`src/rtl/tmr_pkg.sv`:
```
package tmr_pkg;
   localparam int NUM_TMR = 2;

   typedef enum logic [1:0] {
      MODE_PRESCALE = 2'd0,
      MODE_CASCADE  = 2'd1,
      MODE_RELOAD   = 2'd2,
      MODE_SPLIT    = 2'd3
   } tmr_mode_e;

   typedef enum logic [2:0] {
      ADR_T0_LO  = 3'd0,
      ADR_T0_HI  = 3'd1,
      ADR_T1_LO  = 3'd2,
      ADR_T1_HI  = 3'd3,
      ADR_CTRL   = 3'd4,
      ADR_RUNFLG = 3'd5
   } tmr_addr_e;
endpackage

```
`src/rtl/tmr_pin_sync.sv`:
```
module tmr_pin_sync #(
   parameter int STAGES = 2
) (
   input  logic clk,
   input  logic rst_n,
   input  logic pin,
   output logic level,
   output logic fall
);
   logic [STAGES-1:0] sh_q;
   logic              prev_q;

   generate
      if (STAGES < 2) begin : g_bad
         $fatal(1, "tmr_pin_sync: STAGES must be at least 2");
      end
   endgenerate

   always_ff @(posedge clk or negedge rst_n) begin
      if (!rst_n) begin
         sh_q   <= '0;
         prev_q <= 1'b0;
      end else begin
         sh_q   <= {sh_q[STAGES-2:0], pin};
         prev_q <= sh_q[STAGES-1];
      end
   end

   assign level = sh_q[STAGES-1];
   assign fall  = prev_q & ~sh_q[STAGES-1];

   // a detected edge is a single-cycle pulse
   a_r5_single_pulse: assert property (@(posedge clk) disable iff (!rst_n)
      fall |=> !fall);
endmodule

```
`src/rtl/tmr_count_core.sv`:
```
module tmr_count_core
   import tmr_pkg::*;
#(
   parameter int W = 8,
   parameter int P = 5
) (
   input  logic         clk,
   input  logic         rst_n,
   input  tmr_mode_e    mode,
   input  logic         inc,
   input  logic         hi_inc,
   input  logic         wr_lo,
   input  logic         wr_hi,
   input  logic [W-1:0] wr_data,
   output logic [W-1:0] lo,
   output logic [W-1:0] hi,
   output logic         lo_ovf,
   output logic         hi_ovf
);
   localparam logic [P-1:0]   P_ONE = 1;
   localparam logic [W-1:0]   W_ONE = 1;
   localparam logic [2*W-1:0] D_ONE = 1;

   logic [W-1:0] lo_q, hi_q, lo_n, hi_n;

   generate
      if (P < 1 || P >= W) begin : g_bad
         $fatal(1, "tmr_count_core: prescaler width must be 1..W-1");
      end
   endgenerate

   always_comb begin
      lo_n   = lo_q;
      hi_n   = hi_q;
      lo_ovf = 1'b0;
      hi_ovf = 1'b0;
      unique case (mode)
         MODE_PRESCALE: if (inc) begin
            lo_n[P-1:0] = lo_q[P-1:0] + P_ONE;
            if (&lo_q[P-1:0]) begin
               hi_n   = hi_q + W_ONE;
               lo_ovf = &hi_q;
            end
         end
         MODE_CASCADE: if (inc) begin
            {hi_n, lo_n} = {hi_q, lo_q} + D_ONE;
            lo_ovf       = &{hi_q, lo_q};
         end
         MODE_RELOAD: if (inc) begin
            if (&lo_q) begin
               lo_n   = hi_q;
               lo_ovf = 1'b1;
            end else begin
               lo_n = lo_q + W_ONE;
            end
         end
         MODE_SPLIT: begin
            if (inc) begin
               lo_n   = lo_q + W_ONE;
               lo_ovf = &lo_q;
            end
            if (hi_inc) begin
               hi_n   = hi_q + W_ONE;
               hi_ovf = &hi_q;
            end
         end
      endcase
      if (wr_lo) lo_n = wr_data;
      if (wr_hi) hi_n = wr_data;
   end

   always_ff @(posedge clk or negedge rst_n) begin
      if (!rst_n) begin
         lo_q <= '0;
         hi_q <= '0;
      end else begin
         lo_q <= lo_n;
         hi_q <= hi_n;
      end
   end

   assign lo = lo_q;
   assign hi = hi_q;

   // no carry into the high byte before the prescaler bits wrap
   a_r1_prescale_hold: assert property (@(posedge clk) disable iff (!rst_n)
      (mode == MODE_PRESCALE && inc && !(&lo_q[P-1:0]) && !wr_hi) |=> $stable(hi_q));
   // low byte rollover carries into the high byte
   a_r2_cascade_carry: assert property (@(posedge clk) disable iff (!rst_n)
      (mode == MODE_CASCADE && inc && (&lo_q) && !wr_lo && !wr_hi)
      |=> (lo_q == '0 && hi_q == $past(hi_q) + W_ONE));
   // overflow reloads from the high byte
   a_r3_reload: assert property (@(posedge clk) disable iff (!rst_n)
      (mode == MODE_RELOAD && inc && (&lo_q) && !wr_lo) |=> lo_q == $past(hi_q));
endmodule

```
`src/rtl/dual_mode_timer.sv`:
```
module dual_mode_timer
   import tmr_pkg::*;
#(
   parameter int CNT_W       = 8,
   parameter int PRE_W       = 5,
   parameter int SYNC_STAGES = 2
) (
   input  logic               clk,
   input  logic               rst_n,
   input  logic               wr_en,
   input  logic [2:0]         wr_addr,
   input  logic [CNT_W-1:0]   wr_data,
   input  logic [1:0]         cnt_pin,
   input  logic [1:0]         gate_pin,
   output logic [2*CNT_W-1:0] t0_count,
   output logic [2*CNT_W-1:0] t1_count,
   output logic [1:0]         ovf_flag
);
   localparam int NIB = 4;

   logic [CNT_W-1:0] ctl_q;
   logic [1:0]       run_q, flag_q, flag_n;
   tmr_mode_e        mode   [NUM_TMR];
   logic [CNT_W-1:0] lo_w   [NUM_TMR];
   logic [CNT_W-1:0] hi_w   [NUM_TMR];
   logic [1:0]       en, tick, inc, hinc, lo_ovf, hi_ovf, set_flag;
   logic [1:0]       gsync, cfall, gsync_unused_fall, cnt_level_unused;
   logic             split;
   logic             wr_ctl, wr_rf;

   generate
      if (CNT_W < 8) begin : g_bad
         $fatal(1, "dual_mode_timer: CNT_W must hold control and flag fields");
      end
   endgenerate

   assign wr_ctl = wr_en && (wr_addr == ADR_CTRL);
   assign wr_rf  = wr_en && (wr_addr == ADR_RUNFLG);
   assign split  = (mode[0] == MODE_SPLIT);

   generate
      for (genvar i = 0; i < NUM_TMR; i++) begin : g_tmr
         logic cksel, gate;
         assign mode[i] = tmr_mode_e'(ctl_q[NIB*i +: 2]);
         assign cksel   = ctl_q[NIB*i + 2];
         assign gate    = ctl_q[NIB*i + 3];

         tmr_pin_sync #(.STAGES(SYNC_STAGES)) i_cnt_sync (
            .clk(clk), .rst_n(rst_n), .pin(cnt_pin[i]),
            .level(cnt_level_unused[i]), .fall(cfall[i]));
         tmr_pin_sync #(.STAGES(SYNC_STAGES)) i_gate_sync (
            .clk(clk), .rst_n(rst_n), .pin(gate_pin[i]),
            .level(gsync[i]), .fall(gsync_unused_fall[i]));

         assign en[i]   = run_q[i] & (~gate | gsync[i]);
         assign tick[i] = cksel ? cfall[i] : 1'b1;

         tmr_count_core #(.W(CNT_W), .P(PRE_W)) i_core (
            .clk(clk), .rst_n(rst_n), .mode(mode[i]),
            .inc(inc[i]), .hi_inc(hinc[i]),
            .wr_lo(wr_en && (wr_addr == 3'(2*i))),
            .wr_hi(wr_en && (wr_addr == 3'(2*i+1))),
            .wr_data(wr_data), .lo(lo_w[i]), .hi(hi_w[i]),
            .lo_ovf(lo_ovf[i]), .hi_ovf(hi_ovf[i]));
      end
   endgenerate

   assign inc[0]  = en[0] & tick[0];
   assign inc[1]  = (mode[1] == MODE_SPLIT) ? 1'b0 : (en[1] & tick[1]);
   assign hinc[0] = split & run_q[1];
   assign hinc[1] = 1'b0;

   assign set_flag[0] = lo_ovf[0];
   assign set_flag[1] = split ? hi_ovf[0] : lo_ovf[1];

   always_comb begin
      flag_n = flag_q;
      if (wr_rf) flag_n = flag_q & wr_data[5:4];
      flag_n = flag_n | set_flag;
   end

   always_ff @(posedge clk or negedge rst_n) begin
      if (!rst_n) begin
         ctl_q  <= '0;
         run_q  <= '0;
         flag_q <= '0;
      end else begin
         if (wr_ctl) ctl_q <= wr_data;
         if (wr_rf)  run_q <= wr_data[1:0];
         flag_q <= flag_n;
      end
   end

   assign t0_count = {hi_w[0], lo_w[0]};
   assign t1_count = {hi_w[1], lo_w[1]};
   assign ovf_flag = flag_q;

   // a flag survives any cycle without a clearing write
   a_r7_flag_sticky: assert property (@(posedge clk) disable iff (!rst_n)
      (flag_q[0] && !(wr_rf && !wr_data[4])) |=> flag_q[0]);
   // a stopped timer 0 keeps its low byte
   a_r6_stopped_hold: assert property (@(posedge clk) disable iff (!rst_n)
      (!run_q[0] && !(wr_en && wr_addr == ADR_T0_LO)) |=> $stable(t0_count[CNT_W-1:0]));
   // timer 1 in split code holds its count
   a_r4_t1_held: assert property (@(posedge clk) disable iff (!rst_n)
      (mode[1] == MODE_SPLIT && !(wr_en && (wr_addr == ADR_T1_LO || wr_addr == ADR_T1_HI)))
      |=> $stable(t1_count));
   // in split mode timer 1's own rollover never raises flag 1
   a_r10_no_t1_flag: assert property (@(posedge clk) disable iff (!rst_n)
      (split && !hi_ovf[0] && !flag_q[1]) |=> !flag_q[1]);
endmodule

```
`config.mk`:
```
export PLATFORM = sky130hd
export DESIGN_NAME = dual_mode_timer
export DESIGN_NICKNAME = d
export VERILOG_FILES = /design/src/rtl/tmr_pkg.sv /design/src/rtl/tmr_pin_sync.sv /design/src/rtl/tmr_count_core.sv /design/src/rtl/dual_mode_timer.sv
export SDC_FILE = /design/constraint.sdc
export NUM_CORES = 1
export LEC_CHECK = 0
export ABC_AREA = 1
export BUFFER_PORTS_ARGS = -buffer_cell sky130_fd_sc_hd__buf_2
export CORE_MARGIN = 3
export CORE_UTILIZATION = 27
export CTS_BUF_LIST = sky130_fd_sc_hd__clkbuf_8
export DETAILED_ROUTE_END_ITERATION = 16
export SYNTH_ARGS = -nofsm -noshare
export SYNTH_HDL_FRONTEND = slang
export SYNTH_SLANG_ARGS = --single-unit
```
`constraint.sdc`:
```
create_clock -name clk -period 5.3 [get_ports clk]
set_clock_uncertainty 0.1 [all_clocks]
set_input_delay 0.265 -clock clk [delete_from_list [all_inputs] [get_ports clk]]
set_output_delay 0.265 -clock clk [all_outputs]
set_load 0.05 [all_outputs]
```
==> impl_results.md, run 1 <==
* R2R Path End: g_tmr[0].i_core.hi[6]
* Switch Pwr at 1248 uW
* Initial drt markers at 286
* Critical path class: reg -> reg
* CP max stage cell: dfrtp_1
* FF-to-FF path depth at 10
* R2r setup slk at 3.02 ns
* Vias in the first global route at 3494
* Hold buffer count at CTS at 5
* WHS Endpoint: g_tmr[1].i_core.hi[2]
* Reg area at 0.001351 mm2
* Max cap viols at 0
* Gp weighted congestion at 0.8392
* Gr ovfl total at 0
* Critical Path Max Stage Delay at 0.45 ns
* ANT cells at 0
* HPWL after DPL at 8.166 mm
* Layout cells sized above 1 at 12.94%
* Number of synthesized flops with an enable pin at 0
* Biggest area consumer among synthesized cells: dfrtp_1
* CTS Sinks at 54
* Most frequent cell after synthesis: nand2_1
* Peak supply drop at 0.1410 mV
* Comb power frac at 53.4%
* Hold Crit Class: in -> reg
* Mapped cell area at 0.003707 mm2
* Yosys cell types at 32
* RR Startpoint: g_tmr[0].i_core.lo[0]
* Max H-tree Level at 2
* Post-CTS sizing at 0
* Initial antenna violation count at 0
* Crit share post-route at 43.01%
* Syn-to-layout area delta at 16.47%
* Min cycle time layout at 2.279 ns
* Leakage at 0.002278 uW
* FMAX at 0.4387 GHz
* Clk root buf: clkbuf_8
* Status: completed
* Clock latency at the later pin of the worst-skew pair at 0.33 ns
* Seq pwr share at 34.6%
* Mean Syn Cell Area at 6.668 um2
* Multi-input logic area at 0.002028 mm2
* Endpoints failing setup at 0
* Slew Viols, Final at 0
* CTS buffer count at 5
* Placed cells at 781
* Synth area leaders: dfrtp_1 36%, nand2_1 18%, nand3_1 11%
* Int Power at 963.8 uW
* Crit-path max FO at 9
* Synthesized Nets at 585
* Vias per inst at 4.673
* Full die area at 0.01517 mm2
* Wire per inst at 13.73 um
* Number of synthesized register bits at 54
* Post-CTS setup buffer count at 0
* Post-Syn Instances at 556
* Final Non-Filler Cells at 794
* Setup TNS at 0 ns
* Max clock buf depth at 2
* Worst-Margin Slew at 0.7370 ns
* Row count at 42
* Post-synth top area share at 36.45%
* Remaining DRCs at 0
* Die W at 123.2 um
* # port buffers at 51
* Nets at 646
* Worst path arrival time at 2.45 ns
* First-pass DRT Iterations at 5
* Worst Hold Depth at 3
* Clock network fraction of design power at 12.0%
* Global-route wire length before repair at 17.86 mm
* Post-synth ARST share at 100.0%
* Initial core utilization at 27.77%
* Worst Path Required at 5.47 ns
* Fin. Hold Viols at 0
* All-Layer GR Usage at 14.86%
* Core area at 0.01335 mm2
* # IOs at 52
* PwrDens at 512.2 mW/mm2
* Worst-path clk slew at 0.12 ns
* Nature of the critical path startpoint: flip-flop
* Post-DRT Antenna Nets at 0
* FILL cells at 1484
* Final design utilization at 32.35%
* Hold path start: wr_data[2]
* Largest net degree at the start of global routing at 55
* RSZ-0062 raised after global routing: no
* CTS tree: built
* Synth Flop Type: dfrtp_1
* Sequential share of the synthesized area at 36.45%
* Relative slew slack at 50.87%
* Warnings from Yosys at 0
* CP Capture Type: flip-flop
* Critical path cell sequence: ha_1, nand2_1, nor2_4, ha_1, o21ai_0, a21oi_1, nand2_1, nor2_4, nand3_1, nand3_1
* Net Sw Frac at 56.42%
* WL final at 10.90 mm
* Chip height at 123.2 um
* Synth top cells by count: 178 x nand2_1, 81 x nand3_1, 78 x inv_1
* Via count at 3710
sequential cells by signal, indices dropped and copies added (netlist names):
signal / count
ctl_q: 8
g_tmr.i_cnt_sync.prev_q: 2
g_tmr.i_cnt_sync.sh_q: 4
g_tmr.i_core.hi: 16
g_tmr.i_core.lo: 16
g_tmr.i_gate_sync.sh_q: 4
ovf_flag: 2
run_q: 2
layer usage:
layer  track usage, %  wire length [um]  up-vias
met5                0                 0        -
met4            4.291               189        0
met3            2.013               597       11
met2            23.99              4896       96
met1            20.78              5220     1700
li1                 -                 -     1903
worst max-delay path by stage:
stage,start,endpoint,slack (ns)
3_3_place_gp,g_tmr[0].i_core.lo[0],g_tmr[0].i_core.hi[1],3.14
2_1_floorplan,g_tmr[0].i_core.lo[0],g_tmr[0].i_core.hi[1],2.98
4_1_cts,g_tmr[0].i_core.lo[0],g_tmr[0].i_core.hi[6],3.03
6_report,g_tmr[0].i_core.lo[0],g_tmr[0].i_core.hi[6],3.02
3_5_place_dp,g_tmr[0].i_core.lo[0],g_tmr[0].i_core.hi[6],3.07
5_1_grt,g_tmr[0].i_core.lo[0],g_tmr[0].i_core.hi[2],2.76
worst max-delay path: cells and delay by family, from the launching register on:
family	cells	cell delay [ns]
flip-flops	1	0.45
AO/OA/AOI/OAI	2	0.22
AND/OR/NAND/NOR	6	1.02
adder cells (fa/ha/maj)	2	0.42
cells in the final DEF (no fill, tap or decap), types with 5 or more instances in the layout:
cell type and instances:
a21oi_1 12, buf_2 51, clkbuf_8 5, dfrtp_1 54, dlygate4sd3_1 5, ha_1 11, inv_1 78, nand2_1 178
nand3_1 81, nand4_1 13, nor2_1 51, o21ai_0 31, xor2_1 7
power groups by stage:
stage / clock, uW / combinational [uW] / sequential (uW)
floorplan: 0 / 514 / 1110
global placement: 0 / 1180 / 769
detailed placement: 0 / 1180 / 770
CTS: 282 / 1190 / 762
global route: 292 / 1310 / 792
finish: 266 / 1180 / 765
cell families after synthesis:
group,share of synthesized area [%]
simple gates,41.55
compound gates,7.560
buf+inv,8.842
flops,36.45
fa+ha+maj,3.712
xor+xnor,1.890
metrics by stage:
| step | hold WS [ns] | instance area [um2] | total power, uW | setup slack (ns) |
|---|---|---|---|---|
| global placement | 0.2331 | 4170 | 1950 | 3.141 |
| finish | 0.09719 | 4318 | 2212 | 3.021 |
| floorplan | -0.1306 | 3707 | 1621 | 2.979 |
| CTS | 0.09132 | 4318 | 2234 | 3.027 |
| global route | 0.1073 | 4318 | 2398 | 2.765 |
| detailed placement | 0.2347 | 4170 | 1953 | 3.068 |
final cells by class:
class	instances	share of cell area (%)
flip-flops and latches	54	31.30
well taps	176	5.100
multi-input cells	417	46.97
inverters	82	7.128
repair buffers	57	7.244
clock inverters	3	0.6665
clock buffers	5	1.594
No activity file was read; power rests on OpenSTA's default activity.
==> inputs of run 2 (changes only) <==
--- a/config.mk
+++ b/config.mk
@@ -5,7 +5,7 @@
 export SDC_FILE = /design/constraint.sdc
 export NUM_CORES = 1
 export LEC_CHECK = 0
-export ABC_AREA = 1
+export ABC_AREA = 0
 export BUFFER_PORTS_ARGS = -buffer_cell sky130_fd_sc_hd__buf_2
 export CORE_MARGIN = 3
 export CORE_UTILIZATION = 27
==> constraint.sdc (replaced) <==
create_clock -name clk -period 2.3 [get_ports clk]
set_clock_uncertainty 0.1 [all_clocks]
set_input_delay 0.115 -clock clk [delete_from_list [all_inputs] [get_ports clk]]
set_output_delay 0.115 -clock clk [all_outputs]
set_load 0.05 [all_outputs]
==> run 2 against run 1 <==
  * Design area shrank 9.2%
  * Worst hold slack lost 0.086 ns
  * Critical path depth is the same
  * Combinational power grew 130%
  * Routed wire length shrank 16%
  * Sequential cell count is the same
  * Synthesized cell count shrank 38%
  * Register-to-register slack lost 3.0 ns
  * Clock power grew to 2.5 times the previous value
  * Final cell count shrank 29%
  * Sequential share of layout area grew 3.4 points
  * Setup slack lost 3.0 ns
  * Largest power group unchanged
==> impl_results.md, run 2 <==
* Wire per inst at 16.38 um (+19%)
* Gp weighted congestion at 0.9251 (+10%)
* Commonest non-fill, non-tap cell in the layout: buf_2
* Post-DRT Antenna Nets at 0 (unchanged)
* Layout cells sized above 1 at 25.71% (+13 points)
* Biggest area consumer among synthesized cells: dfrtp_1
* Top Metal Used: met4
* WL met1 at 4.231 mm (-19%)
* Initial antenna violation count at 0 (unchanged)
* Remaining DRCs at 0 (unchanged)
* Largest net degree at the start of global routing at 54 (-1.8%)
* Post-route cell area at 0.003921 mm2 (-9.2%)
* PwrDens at 1304 mW/mm2 (+150%)
* Max cap viols at 0 (unchanged)
* Yosys cell types at 53 (+66%)
* Met3 wire len at 506 um (-15%)
* CP Buf/Inv Count at 1 (+1)
* Nets at 448 (-31%)
* R2R Path End: ovf_flag[1]
* Met2 Routed Length at 4.199 mm (-14%)
* Critical path class: reg -> reg
* CTS buffer count at 5 (unchanged)
* Global-route wire length before repair at 14.75 mm (-17%)
* Warnings from Yosys at 0 (unchanged)
* WL final at 9.173 mm (-16%)
* Slew Viols, Final at 0 (unchanged)
* Row count at 38 (-9.5%)
* # IOs at 52 (unchanged)
* Comb power frac at 52.8% (-0.6 points)
* Via count at 2888 (-22%)
* Worst Path Required at 2.37 ns (-3.10 ns)
* Relative slew slack at 61.44% (+11 points)
* Synth Flop Type: dfrtp_1
* Critical path cell sequence: ha_4, nand3_1, inv_1, ha_1, o21bai_1, nor3_1, a21oi_1, nor2_1, a21oi_1, o311ai_0
* Placed Instance Area at 0.003635 mm2 (-13%)
* Status: completed
* ANT cells at 0 (unchanged)
* Leakage at 0.001645 uW (-28%)
* Synthesized Nets at 375 (-36%)
* Clock latency at the later pin of the worst-skew pair at 0.31 ns (-0.02 ns)
* Number of synthesized register bits at 54 (unchanged)
* CP max stage cell: dfrtp_2
* Crit-path max FO at 4 (-5)
* Placed cells at 537 (-31%)
* Mapped cell area at 0.003108 mm2 (-16%)
* Most frequent cell after synthesis: dfrtp_1
* Synth top cells by count: 54 x dfrtp_1, 42 x nand2_1, 34 x nor2_1
* CTS Sinks at 54 (unchanged)
* Worst-Margin Slew at 0.5767 ns (-0.1603 ns)
* Highest-count cells in the layout ignoring fill and taps: 51 x buf_2, 46 x dfrtp_1, 42 x nand2_1
* Vias per inst at 5.157 (+10%)
* RSZ-0062 raised after global routing: yes
* Mean Syn Cell Area at 8.983 um2 (+35%)
* FMAX at 0.4482 GHz (+2.2%)
* FF-to-FF path depth at 10 (unchanged)
* Critical Path Max Stage Delay at 0.46 ns (about the same)
* All-Layer GR Usage at 14.30% (-0.56 points)
* Final Non-Filler Cells at 560 (-29%)
* Int Power at 2518 uW (+160%)
* Max H-tree Level at 2 (unchanged)
* Crit share post-route at 97.01% (+54 points)
* HPWL after DPL at 6.518 mm (-20%)
* Clk root buf: clkbuf_8
* Synth area leaders: dfrtp_1 43%, nand2_1 5.1%, ha_1 4.4%
* # port buffers at 51 (unchanged)
* Gr ovfl total at 0 (unchanged)
* Post-Syn Instances at 346 (-38%)
* Peak supply drop at 0.5384 mV (+280%)
* Core area at 0.01103 mm2 (-17%)
* Net Sw Frac at 50.76% (-5.7 points)
* RR Startpoint: g_tmr[1].i_core.lo[0]
* CP startpoint: g_tmr[1].i_core.lo[0]
* Switch Pwr at 2597 uW (+110%)
* Initial core utilization at 28.18% (+0.40 points)
* Worst-path clk slew at 0.10 ns (-0.02 ns)
* First-pass DRT Iterations at 5 (unchanged)
* Min cycle time layout at 2.231 ns (-0.04809 ns)
* Number of synthesized flops with an enable pin at 0 (unchanged)
* Hold Crit Class: in -> async
* CTS tree: built
* Endpoints failing setup at 0 (unchanged)
* Worst path arrival time at 2.30 ns (-0.15 ns)
* Chip height at 113.3 um (-8.0%)
* Cell mode on critical path: a21oi_1
* Critical path's top delay family: compound AO/OA/AOI/OAI gates
* CP Capture Type: flip-flop
* Post-synth ARST share at 100.0% (unchanged)
* Initial drt markers at 221 (-23%)
* Max clock buf depth at 2 (unchanged)
* Seq pwr share at 34.2% (-0.4 points)
* Full die area at 0.01283 mm2 (-15%)
* R2r setup slk at 0.07 ns (-2.95 ns)
* Post-synth top area share at 43.48% (+7.0 points)
* Syn-to-layout area delta at 26.17%
* Nature of the critical path startpoint: flip-flop
* Vias in the first global route at 2714 (-22%)
* Sequential share of the synthesized area at 43.48% (+7.0 points)
* Fin. Hold Viols at 0 (unchanged)
* Clock network fraction of design power at 13.1% (+1.1 points)
* Die W at 113.3 um (-8.0%)
## run 2: cell types whose count changed after synthesis, moves of 8 or more
cell	change
o21ai_0	-8
nand3_1	-64
nand2_1	-136
nor2_1	-17
inv_1	-65
nor3_1	+12
a21oi_1	+9
## run 2: worst max-delay path by stage
stage | endpoint | cells after the start
floorplan | g_tmr[0].i_core.hi[7] | 10
global placement | g_tmr[1].i_core.hi[6] | 9
detailed placement | g_tmr[0].i_core.hi[7] | 9
CTS | g_tmr[1].i_core.hi[6] | 9
global route | g_tmr[0].i_core.hi[7] | 9
finish | ovf_flag[1] | 10
## run 2: per-stage QoR
stage / hold slack [ns] / setup slack (ns) / utilization (%) / total power, uW / setup TNS (ns)
after floorplan: -0.2806 / -0.2492 / - / 3570 / -0.9997
after global placement: -0.1871 / 0.1600 / 32.95 / 4263 / 0
after detailed placement: -0.1850 / 0.09462 / 32.95 / 4296 / 0
after CTS: 0.006301 / 0.07776 / 34.62 / 4989 / 0
after global routing: 0.01777 / -0.05511 / 35.55 / 5469 / -0.1185
final: 0.01143 / 0.06876 / 35.55 / 5115 / 0
## run 2: logic make-up after synthesis
family / share of synthesized area (%)
fa+ha+maj: 4.428
buf+inv: 2.737
simple gates: 23.07
xor+xnor: 5.636
mux: 3.100
compound gates: 17.55
flops: 43.48
## run 2: what timing repair did
action | CTS | global route
hold buffers | 7 | 0
buffers inserted | 0 | 8
resized for setup | 0 | 7
endpoints found under the hold margin | 61 | 0
setup endpoints to repair | 0 | 10
## run 2: power groups by stage
stage / Combinational, uW / Sequential (uW) / Clock (uW)
2_1_floorplan: 1030 / 2540 / 0
3_3_place_gp: 2490 / 1770 / 0
3_5_place_dp: 2520 / 1780 / 0
4_1_cts: 2540 / 1760 / 689
5_1_grt: 2930 / 1810 / 722
6_report: 2700 / 1750 / 668
## run 2: area by class of cell
| cell class | count | area, um2 |
|---|---|---|
| fill | 1144 | 7109 |
| multi-input combinational | 270 | 1757 |
| sequential | 54 | 1361 |
| timing repair buffer | 75 | 465.4 |
| tap | 140 | 175.2 |
| clock buffer | 5 | 68.82 |
| inverter | 13 | 48.80 |
| clock inverter | 3 | 45.04 |
## run 2: worst register-to-register path, cell delays in order, from the launching register on
cell	delay, ns
dfrtp_2	0.46
ha_4	0.18
nand3_1	0.10
inv_1	0.09
ha_1	0.19
o21bai_1	0.39
nor3_1	0.14
a21oi_1	0.14
nor2_1	0.05
a21oi_1	0.13
o311ai_0	0.13
## run 2: metal layers
layer,track usage [%],up-vias
met5,0,-
met4,4.808,0
met3,2.513,17
met2,22.79,90
met1,19.65,1380
li1,-,1401
